===== config.mk =====
export PLATFORM = sky130hd
export DESIGN_NAME = cyc_sense_wake
export DESIGN_NICKNAME = d
export VERILOG_FILES = /design/src/rtl/cyc_sense_pkg.sv /design/src/rtl/cs_len_decode.sv /design/src/rtl/cs_tick_counter.sv /design/src/rtl/cs_seq.sv /design/src/rtl/cyc_sense_wake.sv
export SDC_FILE = /design/constraint.sdc
export NUM_CORES = 1
export LEC_CHECK = 0
export BUFFER_PORTS_ARGS = -buffer_cell sky130_fd_sc_hd__clkbuf_2
export CORE_MARGIN = 4
export CORE_UTILIZATION = 53
export CTS_CLUSTER_DIAMETER = 100
export DETAILED_ROUTE_END_ITERATION = 10
export PLACE_DENSITY = 0.73
export RECOVER_POWER = 50
export SYNTH_ARGS = -nofsm -noshare
export SYNTH_HDL_FRONTEND = slang
export SYNTH_SLANG_ARGS = --single-unit

===== constraint.sdc =====
create_clock -name clk -period 3.5 [get_ports clk]
set_input_delay 0.525 -clock clk [delete_from_list [all_inputs] [get_ports clk]]
set_output_delay 0.525 -clock clk [all_outputs]
set_load 0.02 [all_outputs]

===== src/rtl/cyc_sense_pkg.sv =====
package cyc_sense_pkg;

    typedef enum logic [1:0] {
        DRV_OFF  = 2'b00,
        DRV_LOW  = 2'b01,
        DRV_HIGH = 2'b10,
        DRV_RSVD = 2'b11
    } drv_code_e;

    typedef enum logic [2:0] {
        PH_IDLE   = 3'd0,
        PH_REF    = 3'd1,
        PH_ACTIVE = 3'd2,
        PH_REST   = 3'd3,
        PH_HOLD   = 3'd4,
        PH_WOKEN  = 3'd5
    } phase_e;

    typedef struct packed {
        logic hs;
        logic ls;
    } drv_pair_t;

    typedef struct packed {
        drv_code_e  drv;
        logic [1:0] act_sel;
        logic [2:0] per_sel;
    } lp_cfg_t;

    function automatic drv_pair_t decode_drv(input drv_code_e code);
        drv_pair_t p;
        p.hs = (code == DRV_HIGH);
        p.ls = (code == DRV_LOW);
        return p;
    endfunction

    function automatic drv_pair_t swap_pair(input drv_pair_t p);
        drv_pair_t q;
        q.hs = p.ls;
        q.ls = p.hs;
        return q;
    endfunction

    function automatic logic can_cycle(input logic en, input drv_code_e code);
        return en && ((code == DRV_LOW) || (code == DRV_HIGH));
    endfunction

endpackage


===== src/rtl/cs_len_decode.sv =====
module cs_len_decode #(
    parameter int ACT_BASE_TICKS = 200,
    parameter int PER_BASE_TICKS = 3000,
    parameter int CW             = 19
) (
    input  logic [1:0]    act_sel,
    input  logic [2:0]    per_sel,
    output logic [CW-1:0] act_last,
    output logic [CW-1:0] per_last
);
    always_comb begin
        act_last = (CW'(ACT_BASE_TICKS) << act_sel) - CW'(1);
        per_last = (CW'(PER_BASE_TICKS) << per_sel) - CW'(1);
    end
endmodule


===== src/rtl/cs_tick_counter.sv =====
module cs_tick_counter #(
    parameter int CW = 19
) (
    input  logic          clk,
    input  logic          rst,
    input  logic          clr,
    input  logic          inc,
    output logic [CW-1:0] cnt
);
    always_ff @(posedge clk) begin
        if (rst || clr) begin
            cnt <= '0;
        end else if (inc) begin
            cnt <= cnt + CW'(1);
        end
    end
endmodule


===== src/rtl/cs_seq.sv =====
module cs_seq
    import cyc_sense_pkg::*;
#(
    parameter int CW = 19
) (
    input  logic          clk,
    input  logic          rst,
    input  logic          lp_enter,
    input  logic          lp_exit,
    input  logic          us_tick,
    input  logic          cyc_en,
    input  logic          wake_in,
    input  lp_cfg_t       cfg_in,
    input  logic [CW-1:0] act_last,
    input  logic [CW-1:0] per_last,
    input  logic [CW-1:0] cnt,
    output phase_e        phase,
    output lp_cfg_t       cfg_q,
    output logic          wake_evt,
    output logic          cnt_clr,
    output logic          cnt_inc
);
    phase_e phase_n;
    logic   ref_q;
    logic   ref_load;
    logic   cfg_load;
    logic   evt_n;

    always_comb begin
        phase_n  = phase;
        cnt_clr  = 1'b0;
        cnt_inc  = 1'b0;
        evt_n    = 1'b0;
        ref_load = 1'b0;
        cfg_load = 1'b0;
        unique case (phase)
            PH_IDLE: begin
                if (lp_enter) begin
                    cfg_load = 1'b1;
                    phase_n  = can_cycle(cyc_en, cfg_in.drv) ? PH_REF : PH_HOLD;
                end
            end
            PH_REF: begin
                ref_load = 1'b1;
                cnt_clr  = 1'b1;
                phase_n  = PH_ACTIVE;
            end
            PH_ACTIVE: begin
                if (us_tick) begin
                    if (cnt == act_last) begin
                        if (wake_in != ref_q) begin
                            evt_n   = 1'b1;
                            phase_n = PH_WOKEN;
                        end else begin
                            cnt_inc = 1'b1;
                            phase_n = PH_REST;
                        end
                    end else begin
                        cnt_inc = 1'b1;
                    end
                end
            end
            PH_REST: begin
                if (us_tick) begin
                    if (cnt == per_last) begin
                        cnt_clr = 1'b1;
                        phase_n = PH_ACTIVE;
                    end else begin
                        cnt_inc = 1'b1;
                    end
                end
            end
            default: begin
            end
        endcase
        if (lp_exit) begin
            phase_n  = PH_IDLE;
            evt_n    = 1'b0;
            cfg_load = 1'b0;
            cnt_clr  = 1'b1;
            cnt_inc  = 1'b0;
        end
    end

    always_ff @(posedge clk) begin
        if (rst) begin
            phase    <= PH_IDLE;
            cfg_q    <= '0;
            ref_q    <= 1'b0;
            wake_evt <= 1'b0;
        end else begin
            phase    <= phase_n;
            wake_evt <= evt_n;
            if (cfg_load) cfg_q <= cfg_in;
            if (ref_load) ref_q <= wake_in;
        end
    end
endmodule


===== src/rtl/cyc_sense_wake.sv =====
module cyc_sense_wake
    import cyc_sense_pkg::*;
#(
    parameter int ACT_BASE_TICKS = 200,
    parameter int PER_BASE_TICKS = 3000
) (
    input  logic       clk,
    input  logic       rst,
    input  logic       us_tick,
    input  logic       lp_enter,
    input  logic       lp_exit,
    input  logic       cyc_en,
    input  logic [1:0] norm_drv,
    input  logic [1:0] act_sel,
    input  logic [2:0] per_sel,
    input  logic       wake_in,
    output logic       hs_en,
    output logic       ls_en,
    output logic       wake_evt
);
    localparam int PER_SEL_W = 3;
    localparam int MAX_PER   = PER_BASE_TICKS << ((1 << PER_SEL_W) - 1);
    localparam int CW        = $clog2(MAX_PER);

    lp_cfg_t       cfg_in;
    lp_cfg_t       cfg_q;
    phase_e        phase_q;
    logic [CW-1:0] act_last;
    logic [CW-1:0] per_last;
    logic [CW-1:0] cnt;
    logic          cnt_clr;
    logic          cnt_inc;
    drv_pair_t     pair;

    always_comb begin
        cfg_in.drv     = drv_code_e'(norm_drv);
        cfg_in.act_sel = act_sel;
        cfg_in.per_sel = per_sel;
    end

    cs_len_decode #(
        .ACT_BASE_TICKS(ACT_BASE_TICKS),
        .PER_BASE_TICKS(PER_BASE_TICKS),
        .CW(CW)
    ) u_len (
        .act_sel (cfg_q.act_sel),
        .per_sel (cfg_q.per_sel),
        .act_last(act_last),
        .per_last(per_last)
    );

    cs_tick_counter #(.CW(CW)) u_cnt (
        .clk(clk),
        .rst(rst),
        .clr(cnt_clr),
        .inc(cnt_inc),
        .cnt(cnt)
    );

    cs_seq #(.CW(CW)) u_seq (
        .clk     (clk),
        .rst     (rst),
        .lp_enter(lp_enter),
        .lp_exit (lp_exit),
        .us_tick (us_tick),
        .cyc_en  (cyc_en),
        .wake_in (wake_in),
        .cfg_in  (cfg_in),
        .act_last(act_last),
        .per_last(per_last),
        .cnt     (cnt),
        .phase   (phase_q),
        .cfg_q   (cfg_q),
        .wake_evt(wake_evt),
        .cnt_clr (cnt_clr),
        .cnt_inc (cnt_inc)
    );

    always_comb begin
        unique case (phase_q)
            PH_IDLE:   pair = decode_drv(cfg_in.drv);
            PH_REF,
            PH_HOLD,
            PH_ACTIVE: pair = decode_drv(cfg_q.drv);
            PH_REST:   pair = swap_pair(decode_drv(cfg_q.drv));
            default:   pair = '0;
        endcase
    end

    assign hs_en = pair.hs;
    assign ls_en = pair.ls;
endmodule


==> reports/qor.txt <==
First-pass GRT wire length = 8890 um
WHS Path Cells = 3
Clk Latency, worst-skew pair = 0.29 ns
RSZ-0062 raised after global routing = false
Clk_skew = 0.00835 ns
Clk root buf = clkbuf_8
Die area = 5570 um2
Antenna-violating nets left = 0
Worst reg-to-reg setup slack = 0.48 ns
Pwr/cell area = 319 nW/um2
Die W = 74.7 um
Distinct cell type count after synthesis = 60
CP startpoint kind = register
Nets@finish = 316
CTS Sinks = 31
Min Tclk post-route = 3.02 ns
Power after layout = 781 uW
Core Area = 4140 um2
CTS buffer count = 5
Status = finished, final reports clean
Grt ovf = 0
Number of synthesized flops with an enable pin = 0
Post-CTS setup buffer count = 0
Worst-margin pin slew = 0.539 ns
P_sw = 198 uW
DR iter-0 viols = 218
Post-Route WL = 5200 um
# rows = 23
Cts repair resizes = 0
Syn_nets = 315
Slew headroom = 64.0%
Chip height = 74.7 um
Leak Pwr = 0.831 nW
Gate count of the mapped netlist = 294
Max-Cap Viols = 0
Starting Density = 56.8%
FF+latch count, synth = 31
Min-delay src = act_sel[0]
# diodes = 0
Setup TNS = 0 ns
Ys async rst share = 0%
IO Port Bufs = 16
Via density per instance = 6.24
DR pass1 iterations = 4
Dpl cells = 338
Layout Utilization = 59.0%
Setup violators final = 0
Clock edge transition at the registers on the reported setup and hold paths = 0.07 ns
Hold Vio Cnt, Final = 0
Hold WC Path Type = in2reg
Ys Warns = 0
Largest net degree at the start of global routing = 28
Top cell type's share of synthesized area = 26.4%
Fin crit share = 86.1%
Synthesized area per cell = 8.01 um2
Leading post-synthesis cells by cell area = dfxtp_1, xnor2_1, nor2_1, mux2i_1, ha_1
Share of layout cells above drive strength 1 = 11.8%
Cell Count, Final, Fillers Out = 346
IO Pins = 17
Final Slew Violations = 0
Main synth FF type = dfxtp_1
WHS = 0.469 ns
R2R depth = 10
Post-synthesis instance area = 2350 um2
CTS tree = done
Count leader, synth = dfxtp_1
Gate power share = 13.1%
Vias = 2159
Reg-to-Reg End = u_cnt.cnt[14]
Int Pwr = 583 uW
Sequential share of power = 47.0%
Clock share of power = 39.9%
Worst-path fanout max = 19
Area grow syn2layout = 3.88%
CP Capture Type = register
DR WL/cell = 15.0 um
WS Path Type = reg2reg
Sw Ratio = 25.4%
Placer Congestion = 0.859
# hold bufs at CTS = 0
Fill cell count = 405
Synth area leader = dfxtp_1
Antenna violations before repair = 0
Total global-route track usage = 20.3%
Clock buffer depth = 2
Worst endpoint required time = 3.67 ns
Worst EP arrival = 3.18 ns
Achievable Freq = 332 MHz
H-tree depth = 2
Vias in the first global route = 1952
DP HPWL = 3590 um
Synth cell count leaders = dfxtp_1, nor2_1, a21oi_1, nand2_1, xnor2_1
Residual DRC = 0
VDD IR max = 219 uV
Hold Crit Endpoint = u_seq.cfg_q[3]
FF-to-FF Start = u_seq.cfg_q[0]
Sequential area share after synthesis = 26.4%
==> area by class of cell <==
type	count	area, um2	share of cell area (%)
sequential	31	621	25.4
clock buffer	8	100	4.09
timing repair buffer	21	114	4.65
multi-input combinational	226	1510	61.8
tap	50	62.6	2.56
inverter	10	37.5	1.53
==> worst max path at each step <==
stage / startpoint / endpoint / slack [ns] / cells after the start
floorplan: u_seq.cfg_q[0] / u_cnt.cnt[11] / 0.78 / 13
detailed placement: u_seq.cfg_q[0] / u_cnt.cnt[1] / 0.56 / 10
global placement: u_seq.cfg_q[0] / u_cnt.cnt[16] / 0.60 / 10
CTS: u_seq.cfg_q[0] / u_cnt.cnt[14] / 0.51 / 10
global route: u_seq.cfg_q[0] / u_cnt.cnt[18] / 0.24 / 10
finish: u_seq.cfg_q[0] / u_cnt.cnt[14] / 0.48 / 10
==> worst max-delay path, stage by stage, from the launching register on <==
cell and delay, ns:
dfxtp_1 0.48, or3_1 0.44, ha_1 0.33, xor2_1 0.22
nor2_1 0.06, o31ai_1 0.28, nand4_1 0.15, o31ai_1 0.39
a41o_1 0.23, buf_4 0.23, nor2_1 0.07
==> cells in the final DEF (no fill, tap or decap), types with 8 or more instances in the layout <==
master    Yosys  layout
nand3_1      12      12
clkbuf_2      2      13
a21oi_1      17      17
xnor2_1      17      17
nor2_1       29      29
dfxtp_1      31      31
nand2_1      17      17
and3_1        8       8
mux2i_1       9       9
o31ai_1       9       9
inv_1         9       9
==> power by group through the flow <==
stage	logic (mW)	registers [mW]	clock network [mW]
6_report	0.102	0.367	0.312
2_1_floorplan	0.0845	0.370	0
3_3_place_gp	0.100	0.374	0
3_5_place_dp	0.102	0.374	0
5_1_grt	0.114	0.368	0.336
4_1_cts	0.103	0.366	0.320
==> layer usage <==
metal  wire length, um  vias up  global-route usage [%]
met1              2410     1008                    27.4
met5                 0        -                       0
met2              2430       67                    31.4
met3               285        8                    4.41
li1                  -     1076                       -
met4                75        0                    8.50
==> flip-flops by register name, summed over array words and instances (netlist names) <==
signal	count
u_seq.phase	3
u_cnt.cnt	19
u_seq.wake_evt	1
u_seq.ref_q	1
u_seq.cfg_q	7
==> through the flow <==
step,area [um2],worst slack (ns)
floorplan,2350,0.777
CTS,2450,0.506
detailed placement,2350,0.560
global route,2450,0.242
finish,2450,0.485
global placement,2350,0.598
==> kinds of logic after synthesis <==
| family | synth area share, % |
|---|---|
| DFF | 26.4 |
| xor gates and xnor gates | 7.81 |
| AOI/OAI and AO/OA | 18.8 |
| adders and majority gates | 3.72 |
| buffers and inverters | 9.30 |
| muxes | 3.83 |
| and+or+nand+nor | 30.2 |
No activity file was read; power rests on OpenSTA's default activity.
